### src/rtl/alm_pkg.sv
package alm_pkg;

   localparam int unsigned DIS_BIT   = 7;
   localparam int unsigned AIE_BIT   = 1;
   localparam int unsigned FLAG_BIT  = 3;
   localparam int unsigned CTRL_SLOT = 4;

   typedef enum logic [2:0] {
      SLOT_MIN  = 3'd0,
      SLOT_HOUR = 3'd1,
      SLOT_DAY  = 3'd2,
      SLOT_WDAY = 3'd3,
      SLOT_CTRL = 3'd4
   } slot_e;

   // value bits compared for each alarm field
   function automatic logic [7:0] field_mask(input int idx);
      case (idx)
         0:       return 8'h7F;
         1:       return 8'h3F;
         2:       return 8'h3F;
         default: return 8'h07;
      endcase
   endfunction

endpackage

### src/rtl/alm_field_cmp.sv
module alm_field_cmp #(
   parameter int unsigned DATA_W  = 8,
   parameter logic [DATA_W-1:0] MASK = '1,
   parameter int unsigned DIS_BIT = DATA_W-1
) (
   input  logic [DATA_W-1:0] alarm_byte,
   input  logic [DATA_W-1:0] time_byte,
   output logic              field_en,
   output logic              field_hit
);

   if (DIS_BIT >= DATA_W) begin : g_bad_dis
      $error("alm_field_cmp: disable bit outside the byte");
   end
   if (MASK[DIS_BIT]) begin : g_bad_mask
      $error("alm_field_cmp: value mask overlaps the disable bit");
   end

   assign field_en  = ~alarm_byte[DIS_BIT];
   assign field_hit = ((alarm_byte ^ time_byte) & MASK) == '0;

endmodule

### src/rtl/alm_regs.sv
module alm_regs #(
   parameter int unsigned DATA_W    = 8,
   parameter int unsigned ADDR_W    = 3,
   parameter int unsigned N_FIELDS  = 4,
   parameter int unsigned CTRL_SLOT = 4,
   parameter int unsigned AIE_BIT   = 1,
   parameter int unsigned DIS_BIT   = 7
) (
   input  logic                             clk,
   input  logic                             rst_n,
   input  logic                             reg_we,
   input  logic [ADDR_W-1:0]                reg_addr,
   input  logic [DATA_W-1:0]                reg_wdata,
   output logic [N_FIELDS-1:0][DATA_W-1:0]  alarm_q,
   output logic                             aie_q,
   output logic                             ctrl_wr
);

   localparam logic [DATA_W-1:0] RST_ALARM = DATA_W'(1) << DIS_BIT;

   if (CTRL_SLOT < N_FIELDS) begin : g_bad_slot
      $error("alm_regs: control slot collides with an alarm slot");
   end
   if (CTRL_SLOT >= (1 << ADDR_W)) begin : g_bad_addr
      $error("alm_regs: control slot not addressable");
   end

   assign ctrl_wr = reg_we && (reg_addr == ADDR_W'(CTRL_SLOT));

   for (genvar i = 0; i < N_FIELDS; i++) begin : g_slot
      localparam logic [DATA_W-1:0] KEEP =
         DATA_W'(alm_pkg::field_mask(i)) | RST_ALARM;
      logic hit_wr;
      assign hit_wr = reg_we && (reg_addr == ADDR_W'(i));
      always_ff @(posedge clk or negedge rst_n) begin
         if (!rst_n)       alarm_q[i] <= RST_ALARM;
         else if (hit_wr)  alarm_q[i] <= reg_wdata & KEEP;
      end
   end

   always_ff @(posedge clk or negedge rst_n) begin
      if (!rst_n)        aie_q <= 1'b0;
      else if (ctrl_wr)  aie_q <= reg_wdata[AIE_BIT];
   end

endmodule

### src/rtl/alm_flag.sv
module alm_flag (
   input  logic clk,
   input  logic rst_n,
   input  logic time_tick,
   input  logic match_now,
   input  logic ctrl_wr,
   input  logic flag_wbit,
   output logic flag_q,
   output logic match_q
);

   logic set_evt;
   logic clr_req;

   assign set_evt = time_tick && match_now && !match_q;
   assign clr_req = ctrl_wr && !flag_wbit;

   always_ff @(posedge clk or negedge rst_n) begin
      if (!rst_n)          match_q <= 1'b0;
      else if (time_tick)  match_q <= match_now;
   end

   always_ff @(posedge clk or negedge rst_n) begin
      if (!rst_n)        flag_q <= 1'b0;
      else if (set_evt)  flag_q <= 1'b1;
      else if (clr_req)  flag_q <= 1'b0;
   end


   flag_hold_chk: assert property (@(posedge clk) disable iff (!rst_n)
      flag_q && !clr_req |=> flag_q);


   no_self_set_chk: assert property (@(posedge clk) disable iff (!rst_n)
      !flag_q && !set_evt |=> !flag_q);


   set_on_tick_chk: assert property (@(posedge clk) disable iff (!rst_n)
      $rose(flag_q) |-> $past(time_tick) && $past(match_now));


   edge_only_chk: assert property (@(posedge clk) disable iff (!rst_n)
      time_tick && match_q && !clr_req |=> flag_q == $past(flag_q));

endmodule

### src/rtl/alm_cal_match.sv
module alm_cal_match #(
   parameter int unsigned DATA_W    = 8,
   parameter int unsigned ADDR_W    = 3,
   parameter int unsigned N_FIELDS  = 4,
   parameter bit          IRQ_REG   = 1'b0
) (
   input  logic                       clk,
   input  logic                       rst_n,
   input  logic                       reg_we,
   input  logic [ADDR_W-1:0]          reg_addr,
   input  logic [DATA_W-1:0]          reg_wdata,
   output logic [DATA_W-1:0]          reg_rdata,
   input  logic [N_FIELDS*DATA_W-1:0] time_now,
   input  logic                       time_tick,
   output logic                       alarm_flag,
   output logic                       alarm_irq
);

   localparam int unsigned CTRL_SLOT = alm_pkg::CTRL_SLOT;
   localparam int unsigned AIE_BIT   = alm_pkg::AIE_BIT;
   localparam int unsigned FLAG_BIT  = alm_pkg::FLAG_BIT;
   localparam int unsigned DIS_BIT   = alm_pkg::DIS_BIT;

   if (DATA_W != 8) begin : g_bad_w
      $error("alm_cal_match: BCD fields need an 8-bit data path");
   end
   if (N_FIELDS != 4) begin : g_bad_n
      $error("alm_cal_match: four alarm fields expected");
   end

   logic [N_FIELDS-1:0][DATA_W-1:0] alarm_q;
   logic                            aie_q;
   logic                            ctrl_wr;
   logic [N_FIELDS-1:0]             f_en;
   logic [N_FIELDS-1:0]             f_hit;
   logic                            match_now;
   logic                            match_q;
   logic                            flag_q;

   alm_regs #(
      .DATA_W(DATA_W), .ADDR_W(ADDR_W), .N_FIELDS(N_FIELDS),
      .CTRL_SLOT(CTRL_SLOT), .AIE_BIT(AIE_BIT), .DIS_BIT(DIS_BIT)
   ) u_regs (
      .clk(clk), .rst_n(rst_n), .reg_we(reg_we), .reg_addr(reg_addr),
      .reg_wdata(reg_wdata), .alarm_q(alarm_q), .aie_q(aie_q),
      .ctrl_wr(ctrl_wr)
   );

   for (genvar i = 0; i < N_FIELDS; i++) begin : g_cmp
      alm_field_cmp #(
         .DATA_W(DATA_W),
         .MASK(DATA_W'(alm_pkg::field_mask(i))),
         .DIS_BIT(DIS_BIT)
      ) u_cmp (
         .alarm_byte(alarm_q[i]),
         .time_byte(time_now[i*DATA_W +: DATA_W]),
         .field_en(f_en[i]),
         .field_hit(f_hit[i])
      );
   end

   assign match_now = (|f_en) && (&(f_hit | ~f_en));

   alm_flag u_flag (
      .clk(clk), .rst_n(rst_n), .time_tick(time_tick),
      .match_now(match_now), .ctrl_wr(ctrl_wr),
      .flag_wbit(reg_wdata[FLAG_BIT]),
      .flag_q(flag_q), .match_q(match_q)
   );

   assign alarm_flag = flag_q;

   if (IRQ_REG) begin : g_irq_reg
      logic irq_q;
      always_ff @(posedge clk or negedge rst_n) begin
         if (!rst_n) irq_q <= 1'b0;
         else        irq_q <= flag_q && aie_q;
      end
      assign alarm_irq = irq_q;
   end else begin : g_irq_comb
      assign alarm_irq = flag_q && aie_q;

      irq_gate_chk: assert property (@(posedge clk) disable iff (!rst_n)
         alarm_irq |-> aie_q && alarm_flag);
   end

   always_comb begin
      reg_rdata = '0;
      for (int k = 0; k < N_FIELDS; k++) begin
         if (reg_addr == ADDR_W'(k)) reg_rdata = alarm_q[k];
      end
      if (reg_addr == ADDR_W'(CTRL_SLOT)) begin
         reg_rdata[AIE_BIT]  = aie_q;
         reg_rdata[FLAG_BIT] = flag_q;
      end
   end


   all_off_chk: assert property (@(posedge clk) disable iff (!rst_n)
      (f_en == '0) && time_tick |=> !match_q);


   quiet_chk: assert property (@(posedge clk) disable iff (!rst_n)
      !time_tick && !ctrl_wr |=> $stable(flag_q));

endmodule

### config.mk
export PLATFORM = sky130hd
export DESIGN_NAME = alm_cal_match
export DESIGN_NICKNAME = d
export VERILOG_FILES = /design/src/rtl/alm_pkg.sv /design/src/rtl/alm_field_cmp.sv /design/src/rtl/alm_regs.sv /design/src/rtl/alm_flag.sv /design/src/rtl/alm_cal_match.sv
export SDC_FILE = /design/constraint.sdc
export NUM_CORES = 1
export LEC_CHECK = 0
export ABC_AREA = 1
export ABC_CLOCK_PERIOD_IN_PS = 1200
export BUFFER_PORTS_ARGS = -buffer_cell sky130_fd_sc_hd__clkbuf_2
export CORE_AREA = 10 10 59 109
export CTS_BUF_LIST = sky130_fd_sc_hd__clkbuf_2
export CTS_CLUSTER_DIAMETER = 100
export DETAILED_ROUTE_END_ITERATION = 6
export DIE_AREA = 0 0 69 119
export PLACE_DENSITY = 0.61
export RECOVER_POWER = 100
export SYNTH_ARGS = -nofsm -noshare
export SYNTH_HDL_FRONTEND = slang
export SYNTH_SLANG_ARGS = --single-unit
### constraint.sdc
create_clock -name clk -period 1.2 [get_ports clk]
set_input_delay 0.18 -clock clk [delete_from_list [all_inputs] [get_ports clk]]
set_output_delay 0.18 -clock clk [all_outputs]
set_load 0.01 [all_outputs]
# Yosys cells after proc, flatten, opt, wreduce, memory -nomap -nowiden
# Index checks and enable logic that the tools add are counted.
[op_classes]
addsub = 0
n_mul = 0
n_div = 0
order_cmp = 0
n_eq_ne = 4
n_shift = 0
muxes = 8
bitwise_logic = 10
reduce_logical = 20
[ops]
columns = ["operator", "n"]
rows = [
  ["8-bit logical NOT", 4],
  ["8-bit 2-to-1 mux", 4],
  ["6-bit XOR", 2],
  ["1-bit logical AND", 10],
  ["7-bit XOR", 1],
  ["3-bit by 2-bit == test with 1-bit output, second input constant", 2],
  ["1-bit 2-to-1 mux", 4],
  ["1-bit inverter", 4],
  ["4-bit inverter", 1],
  ["4-bit OR", 1],
  ["4-bit AND reduction", 1],
  ["4-bit OR reduction", 1],
  ["3-bit by 1-bit == test with 1-bit output, second input constant", 1],
  ["3-bit == test, second input constant", 1],
  ["3-bit logical NOT", 1],
  ["3-bit XOR", 1],
  ["1-bit logical NOT", 2],
  ["2-bit nonzero test", 1],
]
[totals]
ff_bits = 29
latchBits = 0
ram_bits = 0
mem_bits_ro = 0
output_inout_bits = 10
wordCells = 49
memories = 0

# Longest topological paths before layout
# Gate-level depths: netlist of run 1.
[depth]
word_depth = 8
mapped_depth = 10

# Hierarchy
# A second synthesis of run 1 with hierarchy kept.
[unflattened]
cells_unflattened = 324
area_unflattened_um2 = 2023.2
[by_module_without_submodules]
columns = ["module", "instances", "cells_per_inst", "area_each_um2", "seq_area_each_um2"]
rows = [
  ["alm_regs", 1, 136, 1181.1, 680.7],
  ["alm_cal_match", 1, 73, 329.1, 0.0],
  ["alm_field_cmp (g_cmp[1].u_cmp ...)", 2, 29, 117.6, 0.0],
  ["alm_field_cmp (g_cmp[0].u_cmp)", 1, 37, 147.6, 0.0],
  ["alm_flag", 1, 10, 82.6, 50.0],
  ["alm_field_cmp (g_cmp[3].u_cmp)", 1, 10, 47.5, 0.0],
]

# Least setup slack after synthesis of run 1
# Ideal clock, no wire load.
[synth_path]
path_type = "flip-flop to output port"
start = "register u_regs.alarm_q[31] (netlist bit)"
end = "output port reg_rdata[7]"
t_arrival_ps = 845
path_slack_ps = 175
stages_incl_launch_ff = 3
path_cell_list = "dfstp_2 inv_1 o21ai_0"
[synth_via]
elab_chain_cells = 1
[synth_lines]
columns = ["element", "line", "rtl"]
rows = [
  ["start: declaration", "alm_regs.sv:14", "output logic [N_FIELDS-1:0][DATA_W-1:0] alarm_q,"],
  ["start signal: indexed assignment", "alm_regs.sv:37", "else if (hit_wr) alarm_q[i] <= reg_wdata & KEEP;"],
  ["8-bit 2-to-1 mux", "alm_cal_match.sv:90", "if (reg_addr == ADDR_W'(k)) reg_rdata = alarm_q[k];"],
  ["end: declaration", "alm_cal_match.sv:12", "output logic [DATA_W-1:0] reg_rdata,"],
]
# Every way passes these cells.

# Worst setup path in the final report of run 1
[layout_path]
start = "register u_regs.alarm_q[15] (netlist bit)"
end = "output port reg_rdata[7]"
[layout_via]
elab_chain_cells = 3
[layout_lines]
columns = ["element", "line"]
rows = [
  ["8-bit 2-to-1 mux (3 in series)", "alm_cal_match.sv:90"],
]
# Every way passes these cells.

==> results of run 1 <==
-- stage by stage --
stage / utilization / total power [mW] / setup WS (ps) / area, sq um
after floorplan: - / 1.85 / 175 / 1820
after global placement: 0.467 / 2.15 / -111 / 2230
after detailed placement: 0.467 / 2.19 / -149 / 2230
after CTS: 0.509 / 2.86 / -343 / 2430
after global routing: 0.527 / 3.19 / -421 / 2520
final: 0.527 / 2.96 / -332 / 2520
-- worst register-to-register path, delay by kind of cell (launching register included) --
family	cells	cell delay [ps]
buffers and inverters	2	170
flip-flops	1	420
AND/OR/NAND/NOR	9	750
-- per-layer routing --
metal	GRT usage	wire length (um)	up-vias
met5	0	0	-
met3	0.0357	306	12
met1	0.128	2100	861
li1	-	-	996
met4	0.0481	159	0
met2	0.238	2850	44
-- layout make-up --
cell class	instances	area [sq um]	share of cell area
clock buffers	7	35.0	0.0139
clock inverters	1	3.75	0.00149
inverters	58	220	0.0875
multi-input cells	178	915	0.363
flip-flops and latches	29	731	0.290
well taps	57	71.3	0.0283
repair buffers	84	542	0.215
-- flip-flops by register name, indices dropped and copies added, names as in the netlist --
| register | count |
|---|---|
| u_flag.flag_q | 1 |
| u_regs.aie_q | 1 |
| u_flag.match_q | 1 |
| u_regs.alarm_q | 26 |
-- repair_timing --
action	in CTS	in global routing
endpoints found under the hold margin	30	0
pin swaps	7	13
hold buffers	2	0
setup endpoints to repair	11	11
resized for setup	16	22
buffers inserted	14	9
-- cells in the mapped netlist, types with 2 or more instances --
cell type  number  area [sq um]
buf_6           2          22.5
o21ai_1         2          10.0
nand3_1         7          35.0
nor2_1         20          75.1
inv_1          55           206
nand2_1        97           364
o221ai_1        2          17.5
o21ai_2        12           105
a21oi_1         4          20.0
dfstp_2         4           105
nand4_1         2          12.5
o22ai_1         4          25.0
inv_2           2          7.51
dfrtp_1        25           626
xnor2_1         3          26.3
nand2_4         2          22.5
nor2_2          2          12.5
o21ai_0        17          85.1
-- how the worst min path moves through the flow --
stage               cells after the start                       endpoint  slack [ps]
global placement                        2  u_regs.alarm_q[6]$_DFFE_PN0P_         150
floorplan                               0      u_flag.flag_q$_DFFE_PN0P_        -120
detailed placement                      2  u_regs.alarm_q[6]$_DFFE_PN0P_         150
global route                            3      u_flag.flag_q$_DFFE_PN0P_          40
CTS                                     3      u_flag.flag_q$_DFFE_PN0P_          50
finish                                  3      u_flag.flag_q$_DFFE_PN0P_          50
-- power breakdown --
part | switching (mW) | internal, mW | total, mW
Clock | 0.342 | 0.156 | 0.498
Sequential | 0.157 | 1.18 | 1.33
Combinational | 0.568 | 0.557 | 1.12
-- cell families (layout without fill, tap and decap cells) --
| group | Yosys count | in the layout | synth area share |
|---|---|---|---|
| DFF | 29 | 29 | 0.401 |
| and+or+nand+nor | 132 | 132 | 0.296 |
| buffers and inverters | 61 | 150 | 0.136 |
| xor gates and xnor gates | 3 | 3 | 0.0144 |
| AOI/OAI and AO/OA | 43 | 43 | 0.154 |
==> impl_metrics.toml, run 1 <==
[run_status]
status = "finished with violations"
violations = "negative setup slack"

[route]
wl_per_cell_um = 13.1
drcViolationCount = 0
postRouteAntennaNets = 0
first_iter_violations = 76
wirelength_mm = 5.41
vias = 1913
first_pass_iters = 4
drt-vias-per-instance = 4.62

[placed_design]
io_buffers = 46
gp_congestion = 0.807
dpl.hpwl_mm = 4.03
dp_cells = 382

[timing]
slew_violations = 0
fin_crit_sh = 1.28
hold_violations = 0
setup_tns_ps = -2220
layout_setup_ws_ps = -332
max_freq_mhz = 653
rsz0062_at_grt = "true"
skew_ps = 28.5
setup_viol = 11
worst_pin_slew_ps = 752
post-route-min-period_ps = 1530
holdWs_ps = 47.0
slew_headroom = 0.499

[critical_path]
crit_family = "flip-flops"
reg2reg_from = "u_regs.alarm_q[2]$_DFFE_PN0P_"
crit_start = "u_regs.alarm_q[15]$_DFFE_PN1P_"
start_kind = "flop"
slowest_stage = "dfstp_2"
crit_required_ps = 1020
worstRegToRegCells = 11
crit_arrival_ps = 1350
critPathCapture = "reg_rdata[7]"
critical_path_depth = 5
r2r_slack_ps = -170
cp.buffers_inverters = 2
reg2reg_to = "u_flag.flag_q$_DFFE_PN0P_"
cp_slowest_stage_delay_ps = 560
end_kind = "output port"
critPathMaxFanout = 2
worstSetupPathType = "reg2out"
path_cells = "inv_2 > nor2_1 > a221oi_1 > o21ai_1 > buf_2"

[floorplanning]
chipWidth_um = 69
initial_utilization = 0.382
rows = 36
die_h_um = 119
dieArea_sq_mm = 0.00821
core_sq_mm = 0.00477
ios = 57

[final_layout]
nNetsFinal = 403
antenna_cells = 0
final_common_cell = "nand2_1"
fillers = 499
drive_gt1_frac = 0.389
final_cells = 414
syn2layout_area_growth_pct = 38.0
final_cell_mix = "nand2_1, clkbuf_2, inv_1"

[global_route]
grt_overflow = 0
antenna_found_initial = 0
grt_pass1_vias = 2009
grt_max_degree = 30
grt_usage = 0.127
grt_pass1_wl_mm = 8.78

[clock_network]
clkTransAtPathRegs_ps = 170
cts_num_sinks = 29
numCtsBuffers = 5
h-tree-depth = 2
clockBufferDepth = 2
clk_latency_ps = 380
cts-root-buf = "clkbuf_2"
cts_tree = "yes"

[synthesis]
synth_area_per_cell_sq_um = 6.81
synth-seq-cells = 29
yosysSeqAreaShare = 0.401
synth-main-ff-cell = "dfrtp_1"
yosys_warnings = 0
netlist-cell-type-count = 24
async_flop_share = 1.00
syn_inst = 268
synth_area_sq_mm = 0.00182
synth_edf_count = 0
syn_nets = 315

[power]
leakage_nw = 1.47
p_per_area_mw_per_mm2 = 1170
vdd_drop_max_v = 0.000759

[run]
maxCapViolations = 0

[min_path]
hold_class = "in2reg"
hold_path_startpoint = "reg_wdata[3]"
No activity file was read; power rests on OpenSTA's default activity.
==> run 2: changes to the inputs <==
- ABC_AREA: 1 -> default
- CORE_AREA: 10 10 59 109 -> 10 10 56 103
- DIE_AREA: 0 0 69 119 -> 0 0 66 113
- PLACE_DENSITY: 0.61 -> 0.63
==> impl_metrics.toml, run 2 <==
[synthesis]
synth_compound_area_frac = 0.0474
syn_nets = 177
synth-seq-cells = 29
synthAdderAreaFrac = 0
async_flop_share = 1.00
yosysSeqAreaShare = 0.453
synth_edf_count = 0
syn_inst = 130
yosys_warnings = 0
synth_area_per_cell_sq_um = 12.4
synth-main-ff-cell = "dfrtp_1"
yosysMostFrequentCell = "mux2_2"
netlist-cell-type-count = 29
synthMuxAreaShare = 0.263
synth_area_sq_mm = 0.00161
synth_top_family_by_area = "multiplexers"
yosysTopAreaCell = "dfrtp_1"
yosys.area_share.simple = 0.0963
synth_common_cells = "mux2_2, dfrtp_1, xor2_1"
synth_top_area_frac = 0.388
synthXorXnorAreaFrac = 0.120
synth.top_cells.by_area = "dfrtp_1, mux2_2, xor2_1"

[power]
netSwitchingFraction = 0.322
vdd_drop_max_v = 0.000775
clkPwrFrac = 0.155
total_power_mw = 3.12
intPower_mw = 2.12
switching_power_mw = 1.01
share_seq_of_total_power = 0.448
p_per_area_mw_per_mm2 = 1350
p_comb_frac = 0.397
leakage_nw = 1.08

[clock_network]
clkTransAtPathRegs_ps = 160
clockBufferDepth = 2
numCtsBuffers = 5
cts-root-buf = "clkbuf_2"
cts_tree = "yes"
cts_num_sinks = 29
h-tree-depth = 2
clk_latency_ps = 370

[timing]
slew_violations = 0
setup_viol = 11
hold_violations = 0
layout_setup_ws_ps = -607
rsz0062_at_grt = "true"
max_freq_mhz = 554
post-route-min-period_ps = 1810
slew_headroom = 0.533
fin_crit_sh = 1.51
worst_pin_slew_ps = 701
skew_ps = 15.4

[placed_design]
placed_area_sq_mm = 0.00213
dp_cells = 253
gp_congestion = 0.900
dpl.hpwl_mm = 4.06
io_buffers = 46

[global_route]
grt_pass1_vias = 1634
grt_max_degree = 19
grt_pass1_wl_mm = 7.65
grt_overflow = 0
antenna_found_initial = 0
grt_usage = 0.135

[final_layout]
final_cells = 269
fillers = 355
largest_reg_flops = 26
multi_input_area_sq_um = 903
nNetsFinal = 263
largest_register = "u_regs.alarm_q"
final_common_cell = "clkbuf_2"
final_cell_mix = "clkbuf_2, mux2_2, dfrtp_1"
final_area_sq_mm = 0.00231
seq_area_sq_um = 731
antenna_cells = 0
utilization = 0.564
syn2layout_area_growth_pct = 43.2
drive_gt1_frac = 0.608

[floorplanning]
die_h_um = 113
ios = 57
dieArea_sq_mm = 0.00746
core_sq_mm = 0.00409
chipWidth_um = 66
rows = 33
initial_utilization = 0.394

[route]
vias = 1374
first_iter_violations = 45
drt-vias-per-instance = 5.11
postRouteAntennaNets = 0
wl_per_cell_um = 18.1
first_pass_iters = 4
drcViolationCount = 0
wirelength_mm = 4.88

[critical_path]
crit_family = "flip-flops"
crit_arrival_ps = 1630
worstSetupPathType = "reg2out"
path_cells = "buf_6 > mux4_2 > nor2b_1 > clkbuf_2"
slowest_stage = "dfrtp_1"
start_kind = "flop"
cp.buffers_inverters = 2
r2r_slack_ps = -570
crit_required_ps = 1020
end_kind = "output port"
critPathMaxFanout = 2
cp_slowest_stage_delay_ps = 440

[run]
maxCapViolations = 0

[run_status]
status = "finished with violations"
violations = "negative setup slack"

[min_path]
hold_class = "in2reg"
run 2: cell count changes after synthesis, moves of 5 or more:
| cell | before | now |
|---|---|---|
| mux2_2 | 0 | 27 |
| inv_1 | 55 | 3 |
| nand2_1 | 97 | 1 |
| o21ai_0 | 17 | 5 |
| xor2_1 | 0 | 15 |
| nor2_1 | 20 | 5 |
| o21ai_2 | 12 | 0 |
| nand3_1 | 7 | 2 |
run 2: routing by layer:
layer,GRT usage,wire length [um],up-vias
li1,-,-,646
met1,0.110,1530,671
met2,0.262,2880,44
met3,0.0415,288,13
met4,0.0759,178,0
met5,0,0,-
run 2: layout make-up:
type,count,area share
multi-input combinational,93,0.392
clock buffer,7,0.0152
inverter,3,0.00488
clock inverter,1,0.00163
timing repair buffer,84,0.242
tap,52,0.0282
sequential,29,0.317
run 2: metrics by stage:
stage	hold WS, ps	setup TNS, ps	worst slack [ps]
global route	30.1	-7580	-673
global placement	101	-7380	-503
floorplan	-116	-724	-378
CTS	7.79	-4870	-628
finish	29.4	-4840	-607
detailed placement	107	-7570	-539
run 2: worst paths after layout:
check / cells after the start / from / end
max: 4 / u_regs.alarm_q[8]$_DFFE_PN0P_ / reg_rdata[0]
min in group asynchronous: 2 / rst_n / u_regs.alarm_q[19]$_DFFE_PN0P_
min reg2reg: 1 / u_flag.match_q$_DFFE_PN0P_ / u_flag.flag_q$_DFFE_PN0P_
max in group asynchronous: 3 / rst_n / u_regs.alarm_q[15]$_DFFE_PN1P_
min: 2 / reg_wdata[6] / u_regs.alarm_q[6]$_DFFE_PN0P_
max reg2reg: 6 / u_regs.alarm_q[1]$_DFFE_PN0P_ / u_flag.flag_q$_DFFE_PN0P_
run 2: power by group through the flow:
stage / sequential (mW) / combinational, mW / clock, mW
2_1_floorplan: 1.39 / 0.545 / 0
3_3_place_gp: 1.40 / 1.04 / 0
3_5_place_dp: 1.42 / 1.07 / 0
4_1_cts: 1.40 / 1.15 / 0.494
5_1_grt: 1.43 / 1.34 / 0.540
6_report: 1.40 / 1.24 / 0.483
run 2: timing repair:
item | in CTS | in global routing
pin swaps | 0 | 10
setup endpoints to repair | 11 | 11
gates cloned | 0 | 0
buffers inserted | 4 | 2
hold endpoints to repair | 15 | 1
resized for setup | 10 | 21
hold buffers | 1 | 1
run 2: logic make-up after synthesis:
kind of cell    count (synthesis)
mux                            34
flops                          29
xor+xnor                       22
buf+inv                         8
simple gates                   24
compound gates                 13
